`src/rtl/irqv_pkg.sv`:
```
package irqv_pkg;

    localparam int NUM_LINES  = 28;
    localparam int IDX_W      = $clog2(NUM_LINES);
    localparam int RANK_W     = 5;
    localparam int ADDR_W     = 32;
    localparam int VEC_SHIFT  = 3;
    localparam int HI_FIRST   = 16;
    localparam int HI_LAST    = 23;
    localparam int RESET_LINE = 0;
    localparam int NMI_LINE   = 1;
    localparam int REGSEL_W   = 2;

    typedef logic [IDX_W-1:0]     idx_t;
    typedef logic [RANK_W-1:0]    rank_t;
    typedef logic [NUM_LINES-1:0] lines_t;
    typedef logic [ADDR_W-1:0]    addr_t;

    typedef enum logic [REGSEL_W-1:0] {
        REG_MASK    = 2'd0,
        REG_BASE_LO = 2'd1,
        REG_BASE_HI = 2'd2,
        REG_TRIGGER = 2'd3
    } reg_sel_e;

    typedef struct packed {
        logic valid;
        idx_t index;
    } pick_t;

    typedef struct packed {
        lines_t mask;
        addr_t  base_lo;
        addr_t  base_hi;
    } cfg_t;

    function automatic rank_t line_rank(idx_t i);
        rank_t r;
        case (i)
            5'd0:  r = 5'd0;
            5'd1:  r = 5'd1;
            5'd2:  r = 5'd3;
            5'd3:  r = 5'd5;
            5'd4:  r = 5'd6;
            5'd5:  r = 5'd7;
            5'd6:  r = 5'd9;
            5'd7:  r = 5'd10;
            5'd8:  r = 5'd11;
            5'd9:  r = 5'd13;
            5'd10: r = 5'd14;
            5'd11: r = 5'd15;
            5'd12: r = 5'd17;
            5'd13: r = 5'd18;
            5'd14: r = 5'd21;
            5'd15: r = 5'd22;
            5'd16: r = 5'd4;
            5'd17: r = 5'd8;
            5'd18: r = 5'd12;
            5'd19: r = 5'd16;
            5'd20: r = 5'd19;
            5'd21: r = 5'd20;
            5'd22: r = 5'd23;
            5'd23: r = 5'd24;
            5'd24: r = 5'd2;
            5'd25: r = 5'd25;
            5'd26: r = 5'd26;
            5'd27: r = 5'd14;
            default: r = '1;
        endcase
        return r;
    endfunction

    function automatic logic uses_hi_base(idx_t i);
        return (int'(i) >= HI_FIRST) && (int'(i) <= HI_LAST);
    endfunction

    function automatic addr_t vec_offset(idx_t i);
        return addr_t'(i) << VEC_SHIFT;
    endfunction

    function automatic lines_t unmaskable();
        lines_t m;
        m = '0;
        m[RESET_LINE] = 1'b1;
        m[NMI_LINE]   = 1'b1;
        return m;
    endfunction

endpackage

```
`src/rtl/irqv_regs.sv`:
```
module irqv_regs
    import irqv_pkg::*;
#(
    parameter int LINES = NUM_LINES,
    parameter int AW    = ADDR_W
) (
    input  logic                clk,
    input  logic                rst,
    input  logic                we,
    input  logic [REGSEL_W-1:0] addr,
    input  logic [AW-1:0]       wdata,
    output cfg_t                cfg,
    output lines_t              sw_set
);

    reg_sel_e sel;
    assign sel = reg_sel_e'(addr);

    always_ff @(posedge clk) begin
        if (rst) begin
            cfg <= '0;
        end else if (we) begin
            case (sel)
                REG_MASK:    cfg.mask    <= wdata[LINES-1:0];
                REG_BASE_LO: cfg.base_lo <= wdata;
                REG_BASE_HI: cfg.base_hi <= wdata;
                default:     ;
            endcase
        end
    end

    assign sw_set = (we && sel == REG_TRIGGER) ? wdata[LINES-1:0] : '0;

endmodule

```
`src/rtl/irqv_pending.sv`:
```
module irqv_pending
    import irqv_pkg::*;
#(
    parameter int LINES = NUM_LINES
) (
    input  logic   clk,
    input  logic   rst,
    input  lines_t irq_in,
    input  lines_t sw_set,
    input  logic   ack_valid,
    input  idx_t   ack_index,
    output lines_t pending
);

    lines_t prev;
    lines_t set_vec;
    lines_t clr_vec;

    always_ff @(posedge clk) begin
        if (rst) prev <= '0;
        else     prev <= irq_in;
    end

    for (genvar i = 0; i < LINES; i++) begin : g_line
        logic ext_rise;
        if (i == NMI_LINE) begin : g_inert
            assign ext_rise = 1'b0;
        end else begin : g_edge
            assign ext_rise = irq_in[i] & ~prev[i];
        end
        assign set_vec[i] = ext_rise | sw_set[i];
        assign clr_vec[i] = ack_valid && (ack_index == idx_t'(i));

        always_ff @(posedge clk) begin
            if (rst) pending[i] <= 1'b0;
            else     pending[i] <= (pending[i] & ~clr_vec[i]) | set_vec[i];
        end

        a_r2_sticky: assert property (@(posedge clk) disable iff (rst)
            (pending[i] && !(ack_valid && ack_index == idx_t'(i))) |=> pending[i]);

        a_r3_ack_clears: assert property (@(posedge clk) disable iff (rst)
            (ack_valid && ack_index == idx_t'(i) && !sw_set[i] &&
             !(irq_in[i] && !prev[i])) |=> !pending[i]);

        a_r3_set_wins: assert property (@(posedge clk) disable iff (rst)
            (sw_set[i]) |=> pending[i]);
    end

    a_r8_pin_inert: assert property (@(posedge clk) disable iff (rst)
        (!pending[NMI_LINE] && !sw_set[NMI_LINE]) |=> !pending[NMI_LINE]);

endmodule

```
`src/rtl/irqv_arbiter.sv`:
```
module irqv_arbiter
    import irqv_pkg::*;
#(
    parameter int LINES = NUM_LINES
) (
    input  logic   clk,
    input  logic   rst,
    input  lines_t pending,
    input  lines_t mask,
    output pick_t  pick
);

    lines_t eligible;
    assign eligible = pending & (mask | unmaskable());

    always_comb begin
        rank_t best;
        pick = '0;
        best = '1;
        for (int i = 0; i < LINES; i++) begin
            if (eligible[i] && (!pick.valid || line_rank(idx_t'(i)) < best)) begin
                pick.valid = 1'b1;
                pick.index = idx_t'(i);
                best       = line_rank(idx_t'(i));
            end
        end
    end

    a_r4_gate: assert property (@(posedge clk) disable iff (rst)
        pick.valid |-> |(eligible & (lines_t'(1) << pick.index)));

    for (genvar j = 0; j < LINES; j++) begin : g_cmp
        a_r5_rank: assert property (@(posedge clk) disable iff (rst)
            (pick.valid && eligible[j]) |->
                (line_rank(pick.index) <= line_rank(idx_t'(j))));

        a_r6_tie: assert property (@(posedge clk) disable iff (rst)
            (pick.valid && eligible[j] &&
             line_rank(pick.index) == line_rank(idx_t'(j))) |->
                (int'(pick.index) <= j));
    end

endmodule

```
`src/rtl/irq_vector_ctrl.sv`:
```
module irq_vector_ctrl
    import irqv_pkg::*;
(
    input  logic                clk,
    input  logic                rst,
    input  logic [27:0]         irq_in,
    input  logic                reg_we,
    input  logic [1:0]          reg_addr,
    input  logic [31:0]         reg_wdata,
    input  logic                ack_valid,
    input  logic [4:0]          ack_index,
    output logic                sel_valid,
    output logic [4:0]          sel_index,
    output logic [31:0]         vec_addr
);

    cfg_t   cfg;
    lines_t sw_set;
    lines_t pending;
    pick_t  pick;
    addr_t  base;

    irqv_regs #(.LINES(NUM_LINES), .AW(ADDR_W)) u_regs (
        .clk    (clk),
        .rst    (rst),
        .we     (reg_we),
        .addr   (reg_addr),
        .wdata  (reg_wdata),
        .cfg    (cfg),
        .sw_set (sw_set)
    );

    irqv_pending #(.LINES(NUM_LINES)) u_pending (
        .clk       (clk),
        .rst       (rst),
        .irq_in    (irq_in),
        .sw_set    (sw_set),
        .ack_valid (ack_valid),
        .ack_index (ack_index),
        .pending   (pending)
    );

    irqv_arbiter #(.LINES(NUM_LINES)) u_arb (
        .clk     (clk),
        .rst     (rst),
        .pending (pending),
        .mask    (cfg.mask),
        .pick    (pick)
    );

    assign base = uses_hi_base(pick.index) ? cfg.base_hi : cfg.base_lo;

    always_ff @(posedge clk) begin
        if (rst) begin
            sel_valid <= 1'b0;
            sel_index <= '0;
            vec_addr  <= '0;
        end else begin
            sel_valid <= pick.valid;
            sel_index <= pick.valid ? pick.index : '0;
            vec_addr  <= pick.valid ? (base + vec_offset(pick.index)) : '0;
        end
    end

    a_r1_reset_quiet: assert property (@(posedge clk)
        rst |=> (!sel_valid && sel_index == '0 && vec_addr == '0));

    a_r9_registered: assert property (@(posedge clk) disable iff (rst)
        sel_valid |-> $past(|pending));

    a_r11_idle_zero: assert property (@(posedge clk) disable iff (rst)
        !sel_valid |-> (sel_index == '0 && vec_addr == '0));

    a_r7_aligned: assert property (@(posedge clk) disable iff (rst)
        (sel_valid && $stable(cfg.base_lo) && $stable(cfg.base_hi) &&
         cfg.base_lo[2:0] == 3'b0 && cfg.base_hi[2:0] == 3'b0) |-> vec_addr[2:0] == 3'b0);

endmodule

```
`config.mk`:
```
export PLATFORM = sky130hd
export DESIGN_NAME = irq_vector_ctrl
export DESIGN_NICKNAME = d
export VERILOG_FILES = /design/src/rtl/irqv_pkg.sv /design/src/rtl/irqv_regs.sv /design/src/rtl/irqv_pending.sv /design/src/rtl/irqv_arbiter.sv /design/src/rtl/irq_vector_ctrl.sv
export SDC_FILE = /design/constraint.sdc
export NUM_CORES = 1
export LEC_CHECK = 0
export BUFFER_PORTS_ARGS = -buffer_cell sky130_fd_sc_hd__buf_4
export CORE_MARGIN = 1.5
export CORE_UTILIZATION = 58
export CTS_CLUSTER_DIAMETER = 150
export CTS_CLUSTER_SIZE = 28
export DETAILED_ROUTE_END_ITERATION = 8
export PLACE_DENSITY = 0.8
export REMOVE_ABC_BUFFERS = 1
export SETUP_SLACK_MARGIN = 0.05
export SLEW_MARGIN = 20
export SYNTH_ARGS = -nofsm -noshare
export SYNTH_HDL_FRONTEND = slang
export SYNTH_SLANG_ARGS = --single-unit
```
`constraint.sdc`:
```
create_clock -name clk -period 6 [get_ports clk]
set_input_delay 0.9 -clock clk [delete_from_list [all_inputs] [get_ports clk]]
set_output_delay 0.9 -clock clk [all_outputs]
set_load 0.02 [all_outputs]
```
**Word level (Yosys, flattened, before mapping)**

Index checks and enable logic that the tools add are counted.

- $add $sub $neg: 1
- Multiply operators: 0
- Divide/modulo/power cells: 0
- Order comparisons: 29
- Equality and inequality tests: 30
- Shift operators: 0
- Mux-type cells: 57
- Bitwise operators: 167
- Reductions and logical operators: 117

Operators by type and width:

| kind | count |
|---|---|
| two-way mux 6 bit | 28 |
| two-way mux 5 bit | 27 |
| equality test 5 bit, second input constant | 12 |
| logical AND 1 bit | 57 |
| inverter 1 bit | 56 |
| AND 1 bit | 55 |
| less-than comparator 5 bit, first input constant | 11 |
| bitwise OR 1 bit | 55 |
| less-than comparator 4 x 5 -> 1 bit, first input constant | 9 |
| equality test 5 x 4 -> 1 bit, second input constant | 8 |
| adder 32 x 8 -> 32 bit | 1 |
| two-way mux 32 bit | 1 |
| AND 28 bit | 1 |
| two-way mux 28 bit | 1 |
| logical NOT 1 bit | 27 |
| logical OR 1 bit | 27 |
| equality test 5 x 3 -> 1 bit, second input constant | 4 |
| less-than comparator 3 x 5 -> 1 bit, first input constant | 4 |
| equality test 5 x 2 -> 1 bit, second input constant | 2 |
| less-than comparator 2 x 5 -> 1 bit, first input constant | 2 |
| AND reduction 2 bit | 3 |
| equality test 5 x 1 -> 1 bit, second input constant | 1 |
| greater-or-equal comparator 5 bit, second input constant | 1 |
| less-or-equal comparator 5 bit, second input constant | 1 |
| 6 further kinds | 7 |

- Register bits after elaboration: 186
- Bits in latches: 0
- Memory bits (writable): 0
- ROM bits: 0
- Input bits: 71
- Output and inout port bits: 38
- Memories: 0

**Logic depth before layout (Yosys ltp)**

- Depth in word-level cells: 114
- Gate-level depth with buffers: 21
- Gate-level depth less buffers: 18

**Hierarchy**

Synthesis repeated with hierarchy kept, for this count alone.

- Cell total of the unflattened synthesis: 989
- Area total of the unflattened synthesis: 9029.9 µm²

By module, submodules not included:

| module | instances | cells an instance | area an instance (µm²) | seq. area each (µm²) |
|---|---|---|---|---|
| irqv_regs | 1 | 369 | 3930.0 | 1841.8 |
| irq_vector_ctrl | 1 | 280 | 2342.2 | 760.7 |
| irqv_pending | 1 | 210 | 1909.3 | 1101.1 |
| irqv_arbiter | 1 | 130 | 848.3 | 0.0 |

**Least setup slack after synthesis**

OpenSTA, ideal clock, no wires.

- Kind: reg2reg
- From: register u_pending.pending[11]
- To: register vec_addr[31]
- Arrival: 4.628 ns
- Data required time: 5.921 ns
- Setup slack: 1.293 ns
- Stages on the path, launching flop included: 20
- Path buffers: 3
- Cell sequence: dfxtp_1 > a222oi_1 > nand4_1 > buf_2 > a211o_1 > a2111o_1 > o32a_1 > o31a_1 > buf_6 > buf_6 > mux2_1 > ha_1 > fa_1 > a21o_1 > a21oi_1 > o21ba_2 > nor2_1 > and4_1 > xnor2_1 > a211oi_2

- Longest elaborated chain between the ends: 71

Ends and longest elaborated chain:

| item | RTL line | text |
|---|---|---|
| from (decl) | irqv_pending.sv:12 | `output lines_t pending` |
| from (signal, indexed assignment) | irqv_pending.sv:36 | `else pending[i] <= (pending[i] & ~clr_vec[i]) \| set_vec[i];` |
| AND 28 bit (*) | irqv_arbiter.sv:14 | `assign eligible = pending & (mask \| unmaskable());` |
| logical AND 1 bit (*) | irqv_arbiter.sv:21 | `if (eligible[i] && (!pick.valid \|\| line_rank(idx_t'(i)) < best)) begin` |
| two-way mux 5 bit / two-way mux 6 bit (equally long branches) | irqv_arbiter.sv:21 |  |
| less-than comparator 5 bit / logical NOT 1 bit (equally long branches) | irqv_arbiter.sv:21 |  |
| logical OR 1 bit | irqv_arbiter.sv:21 |  |
| logical AND 1 bit | irqv_arbiter.sv:21 |  |
| two-way mux 5 bit / two-way mux 6 bit (equally long branches) | irqv_arbiter.sv:21 |  |
| less-than comparator 5 bit / logical NOT 1 bit (equally long branches) | irqv_arbiter.sv:21 |  |
| (+55 left out) | -- |  |
| less-than comparator 4 x 5 -> 1 bit / logical NOT 1 bit (equally long branches) | irqv_arbiter.sv:21 |  |
| logical OR 1 bit | irqv_arbiter.sv:21 |  |
| logical AND 1 bit | irqv_arbiter.sv:21 |  |
| two-way mux 6 bit (*) | irqv_arbiter.sv:21 |  |
| greater-or-equal comparator 5 bit / less-or-equal comparator 5 bit (equally long branches) | irqv_pkg.sv:74 | `return (int'(i) >= HI_FIRST) && (int'(i) <= HI_LAST);` |
| logical AND 1 bit | irqv_pkg.sv:74 |  |
| two-way mux 32 bit | irq_vector_ctrl.sv:51 | `assign base = uses_hi_base(pick.index) ? cfg.base_hi : cfg.base_lo;` |
| adder 32 x 8 -> 32 bit | irq_vector_ctrl.sv:61 | `vec_addr <= pick.valid ? (base + vec_offset(pick.index)) : '0;` |
| to (signal assigned) | irq_vector_ctrl.sv:61 |  |
| to (decl) | irq_vector_ctrl.sv:14 | `output logic [31:0] vec_addr` |

Mark *: on every way between the ends. The rest lies on a longest branch, timed or not.
A chain may end at the register's enable or synchronous reset.

==> results.py <==
metrics = {
    "outcome": {
        "outcome": "complete, no violations",
    },
    "routing": {
        "vias_per_cell": 5.997,
        "drtAntennaViolNets": 0,
        "drc": 0,
        "wl_per_cell_um": 17.45,
        "vias": 7946,
        "dr.pass1.iters": 8,
        "routed_wl_um": 23120,
        "drt_iter0_markers": 922,
    },
    "synthesis": {
        "netlist_instances": 1044,
        "async_flop_share_pct": 0,
        "syn_area_per_cell_um2": 8.078,
        "synth_seq_cells": 183,
        "synth_edf_count": 0,
        "netlist_area_mm2": 0.008433,
        "yosysSeqAreaShare_pct": 43.44,
        "yosysWarningCount": 0,
        "synth_flop_cell": "dfxtp_1",
        "ys_types": 62,
    },
    "critical_path": {
        "ff2ff_path_depth": 19,
        "slowest_delay_ns": 0.61,
        "path_class": "flip-flop to flip-flop",
        "worst_setup_path_start_kind": "flip-flop",
        "cp.required_ns": 6.29,
        "cp_data_arrival_time_ns": 5.75,
        "critical_path.max_fanout": 11,
        "r2r_setup_slack_ns": 0.54,
        "critPathSlowestCell": "a2111oi_2",
        "worstPathCellList": "a222oi_1 -> buf_4 -> nand4_1 -> buf_4 -> a31o_2 -> a221oi_1 -> o2111ai_1 -> a2111oi_2 -> o21ai_1 -> nand2_1 -> ha_1 -> a21o_1 -> a21oi_1 -> o21bai_1 -> a21o_1 -> nand3_1 -> nor3_1 -> xnor2_1 -> a211oi_2",
        "endpoint_kind": "flip-flop",
    },
    "die": {
        "start_util_pct": 60.06,
        "rows": 43,
        "die_w_um": 123.6,
        "die_area_mm2": 0.01527,
        "core_mm2": 0.01404,
        "die_h_um": 123.6,
        "ioPinCount": 109,
    },
    "timing": {
        "finalHoldViolCount": 0,
        "period_minus_slack_ns": 5.462,
        "grt_setup_unrepaired": "no",
        "slew_headroom_pct": 37.64,
        "fin_skew_ns": 0.01272,
        "setup_violations": 0,
        "fin_crit_sh_pct": 91.03,
        "slew_viol_final": 0,
        "fmax_mhz": 183.1,
        "worst_slew_pin_slew_ns": 0.9354,
        "layout_setup_ws_ns": 0.5384,
        "fin_tns_setup_ns": 0,
    },
    "placement": {
        "pre_cts_slack_ns": 0.6737,
        "gp_congestion": 0.9840,
        "hpwl_um": 15850,
        "portBuffers": 107,
    },
    "clock_network": {
        "cts_root_buf": "clkbuf_16",
        "clkTransAtPathRegs_ns": 0.07,
        "clk_latency_ns": 0.44,
        "postCtsHoldBufs": 0,
        "clock_path_buffers": 2,
        "cts_inserted_buffers": 17,
        "cts_setup_buffers": 0,
        "htree_levels": 4,
        "cts.sinks": 183,
        "cts_tree": "built",
        "cts-resized-gates": 0,
    },
    "power": {
        "p_leak_uw": 0.003851,
        "ir_drop_uv": 259.7,
        "pwr_density_cell_mw_per_mm2": 289.8,
    },
    "global_route": {
        "grt-ovfl-total": 0,
        "grt_pass1_vias": 7378,
        "track_usage_pct": 31.02,
        "antenna_found_initial": 0,
        "grt_pass1_wl_um": 36680,
        "grt_max_degree": 86,
    },
    "hold_path": {
        "holdPathStages": 2,
        "hold_class": "flip-flop to flip-flop",
    },
    "final_layout": {
        "drive_gt1_share_pct": 16.77,
        "nets": 1209,
        "final_cell_mix": "nand2_1, dfxtp_1, a21oi_1",
        "final_common_cell": "nand2_1",
        "diodes": 0,
        "area_delta_synth_final_pct": 18.77,
        "final_util_pct": 71.33,
    },
    "job": {
        "max_cap_viol_count": 0,
    },
}
[area by class of cell]
class / count / area [um^2]
clock buffers: 18 / 439.2
well taps: 180 / 225.2
repair buffers: 122 / 915.9
flip-flops and latches: 183 / 3664
inverters: 5 / 18.77
multi-input cells: 803 / 4534
clock inverters: 14 / 219.0
fillers: 1094 / 4026
[layer usage]
metal	vias to the layer above	GRT usage (%)	part of all wire, %
met4	0	9.770	2.1
met2	299	51.24	48
li1	3816	-	-
met3	42	6.090	7.2
met1	3789	41.02	43
met5	-	0	0
[cells in the mapped netlist (all sizes together) (7+ instances only)]
library cell  instances  area [um^2]
dfxtp               183         3664
xor2                 18        157.7
clkbuf               42        157.7
o21ai                37        185.2
mux2i                 7        70.07
nand4                15        93.84
a31oi                 9        56.30
xnor2                25        219.0
a22oi                 9        67.56
nor2b                57        356.6
and3                  9        56.30
nand3                27        135.1
mux2                  9        112.6
a211oi               29        332.8
a21oi               162        810.8
nand2               240        900.9
nor3                 14        70.07
buf                  11        73.82
nor2                 57        214.0
[worst max-delay path: cells and delay by family (launching register included)]
family | cells | cell delay (ns)
AO/OA/AOI/OAI | 11 | 3.13
adder cells (fa/ha/maj) | 1 | 0.19
XOR/XNOR | 1 | 0.19
flip-flops | 1 | 0.37
AND/OR/NAND/NOR | 4 | 1.00
buffers and inverters | 2 | 0.42
[power by group]
group	total, uW	internal, uW	leakage (uW)	switching [uW]
clock network	1240	754	0.000317	488
registers	1310	1270	0.00150	41.8
logic	347	135	0.00204	211
total	2900	2160	0.00385	741
[logic make-up after synthesis]
group | share of synthesized area [%]
flops | 43.44
buf+inv | 2.967
fa+ha+maj | 0.9792
simple gates | 24.14
xor+xnor | 4.466
compound gates | 21.84
mux | 2.166
[registers in the layout, indices dropped and copies added, names as in the netlist]
signal and count:
u_pending.pending 28, sel_valid 1, sel_index 5, vec_addr 32, u_pending.prev 27, u_regs.cfg 90
[per-stage QoR]
stage	hold WS (ns)	std cells	power, uW	instance area, um^2
final	0.4555	1325	2903	10020
after global routing	0.4735	1325	2997	10020
after CTS	0.4546	1325	2903	10010
after detailed placement	0.4455	1293	1680	9356
after global placement	0.4385	1293	1673	9356
after floorplan	0.4261	991	1525	8202
[path summary, 6_finish.rpt]
kind                  startpoint              to
setup reg to reg  u_regs.cfg[71]    vec_addr[26]
setup / recovery  u_regs.cfg[71]    vec_addr[26]
hold reg to reg   u_regs.cfg[39]  u_regs.cfg[39]
hold / removal    u_regs.cfg[39]  u_regs.cfg[39]
(Power assumes the default switching activity.)
